<file path="src/rtl/fdc_host_pkg.sv">
// Shared constants and types for the floppy controller host interface.
// Assumes an 8-bit host bus and a four-byte result phase.
package fdc_host_pkg;
    localparam int BUS_W     = 8;
    localparam int RES_BYTES = 4;
    // status register bit positions
    localparam int SB_RQM = 7;
    localparam int SB_DIO = 6;
    localparam int SB_EXM = 5;
    localparam int SB_BSY = 4;
    // command byte 0 fields
    localparam int CB_DIR = 7;
    localparam int CB_DMA = 6;
    localparam logic [5:0] OP_SENSE = 6'h08;
    // result encodings
    localparam int ST1_OVR = 4;
    localparam logic [BUS_W-1:0] ST0_OK      = 8'h00;
    localparam logic [BUS_W-1:0] ST0_ABORT   = 8'h40;
    localparam logic [BUS_W-1:0] ST0_RDYCHG  = 8'hC0;
    localparam logic [BUS_W-1:0] ST0_NOTHING = 8'h80;
    localparam logic [BUS_W-1:0] RD_PATTERN  = 8'hA5;

    typedef enum logic [1:0] {PH_CMD, PH_EXEC, PH_RES} phase_t;
endpackage

</file>
<file path="src/rtl/fdc_bus_decode.sv">
// Host bus decoder: qualifies strobes with chip select or DMA acknowledge
// and turns the end of each data access into a one-cycle pulse.
// Assumes bus inputs are already synchronous to clk.
module fdc_bus_decode import fdc_host_pkg::*; (
    input  logic             clk,
    input  logic             rst_n,
    input  logic             cs_n,
    input  logic             rd_n,
    input  logic             wr_n,
    input  logic             a0,
    input  logic             dack_n,
    input  logic             tc,
    input  logic [BUS_W-1:0] dbus_i,
    output logic             rd_act,
    output logic             rd_data_sel,
    output logic             rd_pop,
    output logic             wr_push,
    output logic [BUS_W-1:0] wr_byte,
    output logic             svc_tc
);
    logic wr_act;
    logic rd_q, wr_q, rsel_q, tc_hold;

    // Decode live strobes; status-register writes are dropped here.
    always_comb begin
        rd_act      = !rd_n && (!cs_n || !dack_n);
        rd_data_sel = !dack_n || a0;
        wr_act      = !wr_n && (!cs_n || !dack_n) && (!dack_n || a0);
        rd_pop      = rd_q && !rd_act && rsel_q;
        wr_push     = wr_q && !wr_act;
        svc_tc      = tc_hold;
    end

    // Remember strobe state, selected register, written byte and TC seen.
    always_ff @(posedge clk) begin
        if (!rst_n) begin
            rd_q    <= 1'b0;
            wr_q    <= 1'b0;
            rsel_q  <= 1'b0;
            tc_hold <= 1'b0;
            wr_byte <= '0;
        end else begin
            rd_q    <= rd_act;
            wr_q    <= wr_act;
            if (rd_act) rsel_q <= rd_data_sel;
            if (wr_act) wr_byte <= dbus_i;
            tc_hold <= (rd_act || wr_act) ? (tc_hold || tc) : 1'b0;
        end
    end

    assert_one_pulse_R2: assert property (@(posedge clk) disable iff (!rst_n)
        (rd_pop || wr_push) |=> !(rd_pop || wr_push));
endmodule

</file>
<file path="src/rtl/fdc_phase_seq.sv">
// Command/execution/result sequencer stub with byte pacing, overrun and
// terminal count handling. Assumes one byte falls due every BYTE_TIME
// cycles during execution (BYTE_TIME >= 2).
module fdc_phase_seq import fdc_host_pkg::*; #(
    parameter int BYTE_TIME = 256
) (
    input  logic             clk,
    input  logic             rst_n,
    input  logic             rd_pop,
    input  logic             wr_push,
    input  logic [BUS_W-1:0] wr_byte,
    input  logic             svc_tc,
    input  logic             rdy_pending,
    output phase_t           phase,
    output logic [BUS_W-1:0] status,
    output logic [BUS_W-1:0] data_out,
    output logic             drq,
    output logic             byte_irq,
    output logic             res_entry,
    output logic             res_first_pop,
    output logic             sense_hit
);
    localparam int CW  = BUS_W + 1;
    localparam int TW  = (BYTE_TIME > 1) ? $clog2(BYTE_TIME) : 1;
    localparam int RIW = $clog2(RES_BYTES);

    logic             cmd_idx, dir_rd, dma, pend, ovr;
    logic [CW-1:0]    total, xfer, nxt_idx;
    logic [BUS_W-1:0] sum, data_reg, st0, res_byte;
    logic [TW-1:0]    timer;
    logic [RIW-1:0]   ridx;
    logic             tick, svc_ok, last, ovr_hit;

    // Byte pacing, service and termination decisions.
    always_comb begin
        tick          = (phase == PH_EXEC) && (timer == TW'(BYTE_TIME - 1));
        svc_ok        = (phase == PH_EXEC) && pend && (dir_rd ? rd_pop : wr_push);
        last          = svc_ok && (svc_tc || ((xfer + 1'b1) == total));
        ovr_hit       = tick && pend && !svc_ok;
        nxt_idx       = svc_ok ? (xfer + 1'b1) : xfer;
        res_entry     = last || ovr_hit;
        sense_hit     = (phase == PH_CMD) && !cmd_idx && wr_push && (wr_byte[5:0] == OP_SENSE);
        res_first_pop = (phase == PH_RES) && (ridx == '0) && rd_pop;
    end

    // Status register and request outputs from the current phase.
    always_comb begin
        status         = '0;
        status[SB_RQM] = (phase == PH_CMD) || (phase == PH_RES) ||
                         ((phase == PH_EXEC) && !dma && pend);
        status[SB_DIO] = (phase == PH_RES) || ((phase == PH_EXEC) && dir_rd);
        status[SB_EXM] = (phase == PH_EXEC) && !dma;
        status[SB_BSY] = (phase != PH_CMD) || cmd_idx;
        drq            = (phase == PH_EXEC) && dma && pend;
        byte_irq       = (phase == PH_EXEC) && !dma && pend;
    end

    // Result byte selection and data register view.
    always_comb begin
        res_byte = '0;
        case (ridx)
            RIW'(0): res_byte = st0;
            RIW'(1): res_byte[ST1_OVR] = ovr;
            RIW'(2): res_byte = xfer[BUS_W-1:0];
            default: res_byte = sum;
        endcase
        data_out = (phase == PH_RES) ? res_byte : data_reg;
    end

    // Phase state machine with transfer bookkeeping.
    always_ff @(posedge clk) begin
        if (!rst_n) begin
            phase    <= PH_CMD;
            cmd_idx  <= 1'b0;
            dir_rd   <= 1'b0;
            dma      <= 1'b0;
            total    <= '0;
            xfer     <= '0;
            sum      <= '0;
            data_reg <= '0;
            st0      <= '0;
            pend     <= 1'b0;
            ovr      <= 1'b0;
            timer    <= '0;
            ridx     <= '0;
        end else begin
            case (phase)
                PH_CMD: if (wr_push) begin
                    if (!cmd_idx) begin
                        dir_rd <= wr_byte[CB_DIR];
                        dma    <= wr_byte[CB_DMA];
                        if (sense_hit) begin
                            phase <= PH_RES;
                            st0   <= rdy_pending ? ST0_RDYCHG : ST0_NOTHING;
                            ovr   <= 1'b0;
                            xfer  <= '0;
                            sum   <= '0;
                            ridx  <= '0;
                        end else begin
                            cmd_idx <= 1'b1;
                        end
                    end else begin
                        cmd_idx <= 1'b0;
                        total   <= {1'b0, wr_byte} + 1'b1;
                        phase   <= PH_EXEC;
                        timer   <= '0;
                        xfer    <= '0;
                        sum     <= '0;
                        pend    <= 1'b0;
                        ovr     <= 1'b0;
                    end
                end
                PH_EXEC: begin
                    timer <= tick ? '0 : timer + 1'b1;
                    if (svc_ok) begin
                        xfer <= xfer + 1'b1;
                        sum  <= sum ^ (dir_rd ? data_reg : wr_byte);
                    end
                    if (last) begin
                        phase <= PH_RES;
                        pend  <= 1'b0;
                        st0   <= ST0_OK;
                        ridx  <= '0;
                    end else if (ovr_hit) begin
                        phase <= PH_RES;
                        pend  <= 1'b0;
                        ovr   <= 1'b1;
                        st0   <= ST0_ABORT;
                        ridx  <= '0;
                    end else if (tick) begin
                        pend <= 1'b1;
                        if (dir_rd) data_reg <= nxt_idx[BUS_W-1:0] ^ RD_PATTERN;
                    end else if (svc_ok) begin
                        pend <= 1'b0;
                    end
                end
                PH_RES: if (rd_pop) begin
                    if (ridx == RIW'(RES_BYTES - 1)) begin
                        phase <= PH_CMD;
                        ridx  <= '0;
                    end else begin
                        ridx <= ridx + 1'b1;
                    end
                end
                default: phase <= PH_CMD;
            endcase
        end
    end

    assert_overrun_exit_R7: assert property (@(posedge clk) disable iff (!rst_n)
        ovr_hit |=> (phase == PH_RES && ovr));
    assert_tc_end_R6: assert property (@(posedge clk) disable iff (!rst_n)
        (svc_ok && svc_tc) |=> (phase == PH_RES && !ovr));
    assert_drq_drop_R9: assert property (@(posedge clk) disable iff (!rst_n)
        res_entry |=> (!drq && status[SB_RQM]));
endmodule

</file>
<file path="src/rtl/fdc_irq_ctl.sv">
// Interrupt combiner: per-byte request, command-finished latch and the
// ready-at-reset latch. Assumes drv_ready is sampled while reset is held.
module fdc_irq_ctl #(
    parameter int READY_WAIT = 8192
) (
    input  logic clk,
    input  logic rst_n,
    input  logic drv_ready,
    input  logic byte_irq,
    input  logic res_entry,
    input  logic res_first_pop,
    input  logic sense_hit,
    output logic irq,
    output logic rdy_pending
);
    localparam int RW = $clog2(READY_WAIT + 1);

    logic          arm, rdy_q, done_q;
    logic [RW-1:0] cnt;

    // Ready-delay counter and the two interrupt latches.
    always_ff @(posedge clk) begin
        if (!rst_n) begin
            arm    <= drv_ready;
            cnt    <= '0;
            rdy_q  <= 1'b0;
            done_q <= 1'b0;
        end else begin
            if (arm) begin
                if (cnt == RW'(READY_WAIT - 1)) begin
                    rdy_q <= 1'b1;
                    arm   <= 1'b0;
                end else begin
                    cnt <= cnt + 1'b1;
                end
            end
            if (sense_hit) rdy_q <= 1'b0;
            if (res_entry) done_q <= 1'b1;
            else if (res_first_pop) done_q <= 1'b0;
        end
    end

    // Combined request to the host.
    always_comb begin
        irq         = byte_irq || done_q || rdy_q;
        rdy_pending = rdy_q;
    end

    assert_irq_clear_R10: assert property (@(posedge clk) disable iff (!rst_n)
        (res_first_pop && !res_entry) |=> !done_q);
    assert_sense_clear_R11: assert property (@(posedge clk) disable iff (!rst_n)
        (sense_hit && !arm) |=> !rdy_q);
endmodule

</file>
<file path="src/rtl/fdc_host_if.sv">
// Top of the floppy controller host interface: bus decode, phase
// sequencer stub and interrupt control. Assumes synchronous bus inputs.
module fdc_host_if import fdc_host_pkg::*; #(
    parameter int BYTE_TIME  = 256,
    parameter int READY_WAIT = 8192
) (
    input  logic       clk,
    input  logic       rst_n,
    input  logic       cs_n,
    input  logic       rd_n,
    input  logic       wr_n,
    input  logic       a0,
    input  logic       dack_n,
    input  logic       tc,
    input  logic [7:0] dbus_i,
    output logic [7:0] dbus_o,
    output logic       dbus_oe,
    output logic       drq,
    output logic       irq,
    input  logic       drv_ready
);
    logic             rd_act, rd_data_sel, rd_pop, wr_push, svc_tc;
    logic [BUS_W-1:0] wr_byte, status, data_out;
    phase_t           phase;
    logic             byte_irq, res_entry, res_first_pop, sense_hit, rdy_pending;

    fdc_bus_decode u_dec (
        .clk(clk), .rst_n(rst_n), .cs_n(cs_n), .rd_n(rd_n), .wr_n(wr_n),
        .a0(a0), .dack_n(dack_n), .tc(tc), .dbus_i(dbus_i),
        .rd_act(rd_act), .rd_data_sel(rd_data_sel), .rd_pop(rd_pop),
        .wr_push(wr_push), .wr_byte(wr_byte), .svc_tc(svc_tc)
    );

    fdc_phase_seq #(.BYTE_TIME(BYTE_TIME)) u_seq (
        .clk(clk), .rst_n(rst_n), .rd_pop(rd_pop), .wr_push(wr_push),
        .wr_byte(wr_byte), .svc_tc(svc_tc), .rdy_pending(rdy_pending),
        .phase(phase), .status(status), .data_out(data_out), .drq(drq),
        .byte_irq(byte_irq), .res_entry(res_entry),
        .res_first_pop(res_first_pop), .sense_hit(sense_hit)
    );

    fdc_irq_ctl #(.READY_WAIT(READY_WAIT)) u_irq (
        .clk(clk), .rst_n(rst_n), .drv_ready(drv_ready), .byte_irq(byte_irq),
        .res_entry(res_entry), .res_first_pop(res_first_pop),
        .sense_hit(sense_hit), .irq(irq), .rdy_pending(rdy_pending)
    );

    // Bus read mux between data and status registers.
    always_comb begin
        dbus_oe = rd_act;
        dbus_o  = rd_data_sel ? data_out : status;
    end

    assert_bus_idle_R2: assert property (@(posedge clk) disable iff (!rst_n)
        (cs_n && dack_n) |-> !dbus_oe);
    assert_drq_exec_R3: assert property (@(posedge clk) disable iff (!rst_n)
        drq |-> (phase == PH_EXEC && !status[SB_EXM]));
endmodule

</file>
<file path="config.mk">
export PLATFORM = sky130hd
export DESIGN_NAME = fdc_host_if
export DESIGN_NICKNAME = d
export VERILOG_FILES = /design/src/rtl/fdc_host_pkg.sv /design/src/rtl/fdc_bus_decode.sv /design/src/rtl/fdc_phase_seq.sv /design/src/rtl/fdc_irq_ctl.sv /design/src/rtl/fdc_host_if.sv
export SDC_FILE = /design/constraint.sdc
export NUM_CORES = 1
export LEC_CHECK = 0
export BUFFER_PORTS_ARGS = -buffer_cell sky130_fd_sc_hd__buf_4
export CAP_MARGIN = 10
export CELL_PAD_IN_SITES_DETAIL_PLACEMENT = 0
export CELL_PAD_IN_SITES_GLOBAL_PLACEMENT = 1
export CORE_ASPECT_RATIO = 0.5
export CORE_MARGIN = 8
export CORE_UTILIZATION = 30
export CTS_CLUSTER_SIZE = 20
export DETAILED_ROUTE_END_ITERATION = 8
export PLACE_DENSITY_LB_ADDON = 0.1
export SETUP_SLACK_MARGIN = 0.05
export SLEW_MARGIN = 20
export SYNTH_ARGS = -nofsm -noshare
export SYNTH_HDL_FRONTEND = slang
export SYNTH_SLANG_ARGS = --single-unit
</file>
<file path="constraint.sdc">
create_clock -name clk -period 4 [get_ports clk]
set_input_delay 0.2 -clock clk [delete_from_list [all_inputs] [get_ports clk]]
set_output_delay 0.2 -clock clk [all_outputs]
set_load 0.005 [all_outputs]
</file>
Word-level counts from Yosys, hierarchy flattened. Index checks and enable logic that the tools add are counted.

Register bits after elaboration: 88. Input port bits: 17. Output and inout port bits: 11. Word-level logic and storage cells: 185.

Add/sub/neg operators: 5. Equality and inequality tests: 21. Muxes and demuxes: 64. Bitwise operators: 7. Reductions and logical operators: 65.

Operator list (count): 8-bit 2-to-1 mux (15); 8-bit one-hot mux with 2 select lines (3); 9-bit 2-to-1 mux (4); 2-bit 2-to-1 mux (14); 1-bit logical AND (22); 5-bit AND reduction (4); 1-bit 2-to-1 mux (19); 9-bit one-hot mux with 2 select lines (1); 14-bit by 1-bit adder with 14-bit output, second input constant (1); 14-bit by 13-bit equality test with 1-bit output, second input constant (1); 1-bit logical OR (12); 2-bit one-hot mux with 3 select lines (2); 4-bit one-hot mux with 3 select lines (1); 3-bit AND reduction (4); 2-bit by 1-bit != test with 1-bit output, second input constant (5); 8-bit by 1-bit adder with 9-bit output, second input constant (1); 9-bit by 1-bit adder with 9-bit output, second input constant (1); 9-bit equality test (1); 1-bit zero test (9); 3-bit one-hot mux with 3 select lines (1); 8-bit by 1-bit adder with 8-bit output, second input constant (1); 8-bit equality test, second input constant (1); 2-bit != test, second input constant (4); 2-bit AND reduction (4); other kinds (19) (31).

Logic depth before layout (Yosys ltp).
Depth after elaboration: 13. Mapped depth: 10. Depth with buffers taken out: 8.

Modules after synthesis. A second synthesis with hierarchy kept.

Cell total of the unflattened synthesis: 591. Area, all modules: 4803.4 µm².

Modules (own cells, without submodules): fdc_phase_seq (times used 1, cells an instance 439, area an instance 3318.2 µm², seq. area each 1061.0 µm²); fdc_irq_ctl (times used 1, cells an instance 92, area an instance 854.6 µm², seq. area each 340.3 µm²); fdc_bus_decode (times used 1, cells an instance 51, area an instance 499.2 µm², seq. area each 240.2 µm²); fdc_host_if (times used 1, cells an instance 9, area an instance 131.4 µm², seq. area each 0.0 µm²).

Least setup slack after synthesis. Ideal clock, no wire load.

Path kind: register to register. Start: reg u_seq.xfer[1]. End: reg u_seq.st0[6]. Library setup time: 119 ps. Data arrival time: 2040 ps. Data required time: 3881 ps. Path slack: 1841 ps. Stages on the path, launching flop included: 9. Path buffers: 0. Period minus slack after synthesis: 2159 ps. Path through: dfxtp_1 ha_1 xor2_1 a211o_1 nor4_1 o2111a_1 and3_4 nor3_2 o221a_1.

Cells in the longest elaborated chain, start to end: 6. Elaborated cells on any way between the ends: 8. Classes of those cells: 1 x add/sub; 2 x eq/ne; 2 x mux; 3 x reduce/logical.

RTL lines: start, declared (RTL line fdc_phase_seq.sv:28) `logic [CW-1:0] total, xfer, nxt_idx;`; start signal, assigned (RTL line fdc_phase_seq.sv:116) `xfer <= xfer + 1'b1;`; 9-bit by 1-bit adder with 9-bit output * (RTL line fdc_phase_seq.sv:38) `last = svc_ok && (svc_tc || ((xfer + 1'b1) == total));`; 9-bit equality test * (RTL line fdc_phase_seq.sv:38); 1-bit logical OR * (RTL line fdc_phase_seq.sv:38); 1-bit logical AND * (RTL line fdc_phase_seq.sv:38); 3-bit by 1-bit != test with 1-bit output (no line) / 8-bit 2-to-1 mux (equally long branches); 5-bit AND reduction (no line) / 8-bit one-hot mux with 2 select lines (equally long branches); end signal, assigned (RTL line fdc_phase_seq.sv:94) `st0 <= rdy_pending ? ST0_RDYCHG : ST0_NOTHING;`; end, declared (RTL line fdc_phase_seq.sv:29) `logic [BUS_W-1:0] sum, data_reg, st0, res_byte;`.

Every way passes the cells marked *; elsewhere a longest branch is shown, timed or not. A chain may end at the register's enable or synchronous reset.

Final worst setup path.
Start: reg u_seq.phase[1]. End: out dbus_o[4].

Cells in the longest elaborated chain, start to end: 3. Elaborated cells on any way between the ends: 5. Classes of those cells: 1 x eq/ne; 2 x mux; 2 x reduce/logical.

RTL lines: start, declared (RTL line fdc_phase_seq.sv:14) `output phase_t phase,`; start signal, assigned (RTL line fdc_phase_seq.sv:73) `phase <= PH_CMD;`; start signal, assigned (RTL line fdc_phase_seq.sv:93) `phase <= PH_RES;`; start signal, assigned (RTL line fdc_phase_seq.sv:105) `phase <= PH_EXEC;`; 2-bit equality test / 2-bit nonzero test (equally long branches) (RTL line fdc_phase_seq.sv:67, fdc_phase_seq.sv:53); 8-bit 2-to-1 mux / 1-bit logical OR (equally long branches) (RTL line fdc_phase_seq.sv:67, fdc_phase_seq.sv:53); 8-bit 2-to-1 mux * (RTL line fdc_host_if.sv:51) `dbus_o = rd_data_sel ? data_out : status;`; end, declared (RTL line fdc_host_if.sv:16) `output logic [7:0] dbus_o,`.

Marked as above.

==> out/metrics.cfg <==
[run_status]
outcome = finished, final reports clean

[critical_path]
r2r-start = u_seq.phase[0]
crit_type = flop to output pin
cp.required_ps = 3800
start_kind = flop
startpoint = u_seq.phase[1]
endpoint_kind = output pin
cp_max_fo = 17
worstPathArrival_ps = 2420

[sta]
worst_slack_ps = 1380
clock_skew_ps = 9.91
finalSetupViolCount = 0
rsz0062_at_grt = no
hold_viol = 0
slew_headroom = 0.360
tns_ps = 0
fin_crit_sh = 0.654
slew_viol_final = 0
fmax_ghz = 0.382
worst_pin_slew_ps = 958
finalCriticalPeriod_ps = 2620

[placement]
globalplace.congestion = 0.766
hpwlAfterDp_um = 10100
port_buffers = 27
pre_cts_ws_ps = 1450
place_inst = 773

[synth]
ys_top_cells_by_area = dfxtp_1 36%, nor2_1 6.1%, a21oi_1 6.1%
synth_ff_type = dfxtp_1
synth_xor_area_frac = 0.0436
ys_warn_count = 0
avgSynthCellArea_um2 = 8.02
synth-compound-area-share = 0.216
synth_fa_ha_area_frac = 0.0244
ys_seq_area_frac = 0.356
synth_edf_count = 0
synthCells = 576
ys_types = 68
synth_nets = 602
yosys.area_share.simple = 0.274
syn_area_um2 = 4620
yosys.area.top_type = dfxtp_1
muxShareOfSynthArea = 0.0369
synth_top_family_by_area = simple AND/OR/NAND/NOR gates
ys_seq_elements = 82
synth_top_area_share = 0.356
synthArstFlopShare = 0

[clock_tree]
cts_post_setup_buffers_inserted = 0
h-tree-depth = 3
root_buffer = clkbuf_16
clk_path_buf_depth = 2
insertion_delay_ps = 340
holdBufCountCts = 0
cts_tree = yes
cts.sinks = 82
cts_buffers = 9
cts.repair.resized = 0
clkTransAtPathRegs_ps = 60

[layout]
fillers = 1652
area_growth_pct = 13.1
largest_reg_flops = 14
largest-register = u_irq.cnt
diodes = 0
reg_top3 = u_irq.cnt (14), u_seq.total (9), u_seq.xfer (9)
drive_gt1_frac = 0.123
stdcell_count = 789
fin_nets = 606

[pwr]
internal-power_uw = 1430
powerDensity_nw_per_um2 = 358
p_sw_uw = 438
pwr-share-seq = 0.454
comb_power_share = 0.050
p_clk_frac = 0.496
p_leak_uw = 0.00178
p_sw_frac = 0.234
ir_drop_uv = 197
total_power_uw = 1870

[worst_hold_path]
worstHoldStart = drv_ready
hold_class = input pin to flop

[die]
die_area_um2 = 19900
die_x_um = 191
die_h_um = 104
core-area_um2 = 15200
rows = 32
floorplan.initialDensity = 0.303
io_pins = 28

[detailed_routing]
postRouteAntennaNets = 0
drt_iter0_drc = 214
wl_per_cell_um = 17.2
vias = 4020
via_per_inst = 5.10
firstDrtPassIters = 4
finalWirelength_um = 13500
drc = 0

[global_route]
grt_pass1_wl_um = 21700
grt_usage = 0.139
overflow = 0
grt_antenna_before_repair = 0
grt_max_degree = 34
grt_pass1_vias = 3935

[run]
maxCapViolCount = 0

per-stage QoR:
step | utilization | instance area [um^2] | hold slack [ps]
finish | 0.343 | 5220 | 72.3
global route | 0.343 | 5220 | 80.4
CTS | 0.343 | 5220 | 72.9
detailed placement | 0.322 | 4890 | 432
global placement | 0.322 | 4890 | 426
floorplan | - | 4620 | 313
cells in the mapped netlist, drive strengths merged (2+ instances only):
library cell and n:
a211o 3, a211oi 13, a21boi 2, a21oi 57
a22oi 8, a31oi 3, and2 11, and3 9
and4 4, and4b 2, buf 18, clkbuf 19
dfxtp 82, ha 9, inv 6, mux2i 17
nand2 56, nand2b 8, nand3 21, nand3b 3
nand4 7, nor2 77, nor2b 4, nor3 8
nor3b 4, nor4 3, o211ai 6, o21ai 50
o22a 2, o22ai 3, or2 3, or3 19
xnor2 7, xor2 16
cell families (layout without fill, tap and decap cells):
family	Yosys count	count (layout)
AO/OA/AOI/OAI	159	159
XOR/XNOR	23	23
adder cells (fa/ha/maj)	9	9
buffers and inverters	44	53
flip-flops	82	82
multiplexers	17	17
AND/OR/NAND/NOR	242	242
worst paths after layout:
check                         to  slack (ps)  depth (start not counted)
setup / recovery       dbus_o[4]        1380                          5
hold / removal         u_irq.arm          70                          3
setup reg to reg    u_seq.st0[6]        1440                          8
hold reg to reg   u_seq.timer[7]         450                          1
power groups by stage:
stage	Combinational [uW]	Clock (uW)	Sequential (uW)
final	94.3	928	848
after global routing	106	982	850
after CTS	96.3	944	849
after detailed placement	95.9	0	867
after global placement	96.6	0	867
after floorplan	60.0	0	857
final cells by class:
class                   count  area [um^2]  share of cell area
clock buffers              10          239              0.0458
clock inverters             6         88.8              0.0170
inverters                   7         26.3             0.00503
multi-input cells         450         2750               0.526
flip-flops and latches     82         1640               0.314
well taps                 204          255              0.0489
repair buffers             30          225              0.0431
layer usage:
layer / global-route usage / wire length (um) / vias up
met2: 0.211 / 5990 / 34
met1: 0.198 / 7230 / 1920
met4: 0.0311 / 42 / 0
li1: - / - / 2064
met5: 0 / 0 / -
met3: 0.0291 / 279 / 2
critical path, cell delays in order (launching register included):
cell      delay [ps]
dfxtp_1          630
nor2b_1          830
o211ai_1         190
o21ai_0          160
a21oi_1          120
buf_4            150
layout by cell type (no fill, tap or decap), types with 10 or more instances in the layout:
cell     instances
a21oi_1         56
and2_1          10
buf_4           30
dfxtp_1         82
mux2i_1         17
nand2_1         56
nand3_1         18
nor2_1          75
o21ai_0         42
or3_1           19
xor2_1          16
Power figures use the tool's default switching activity.
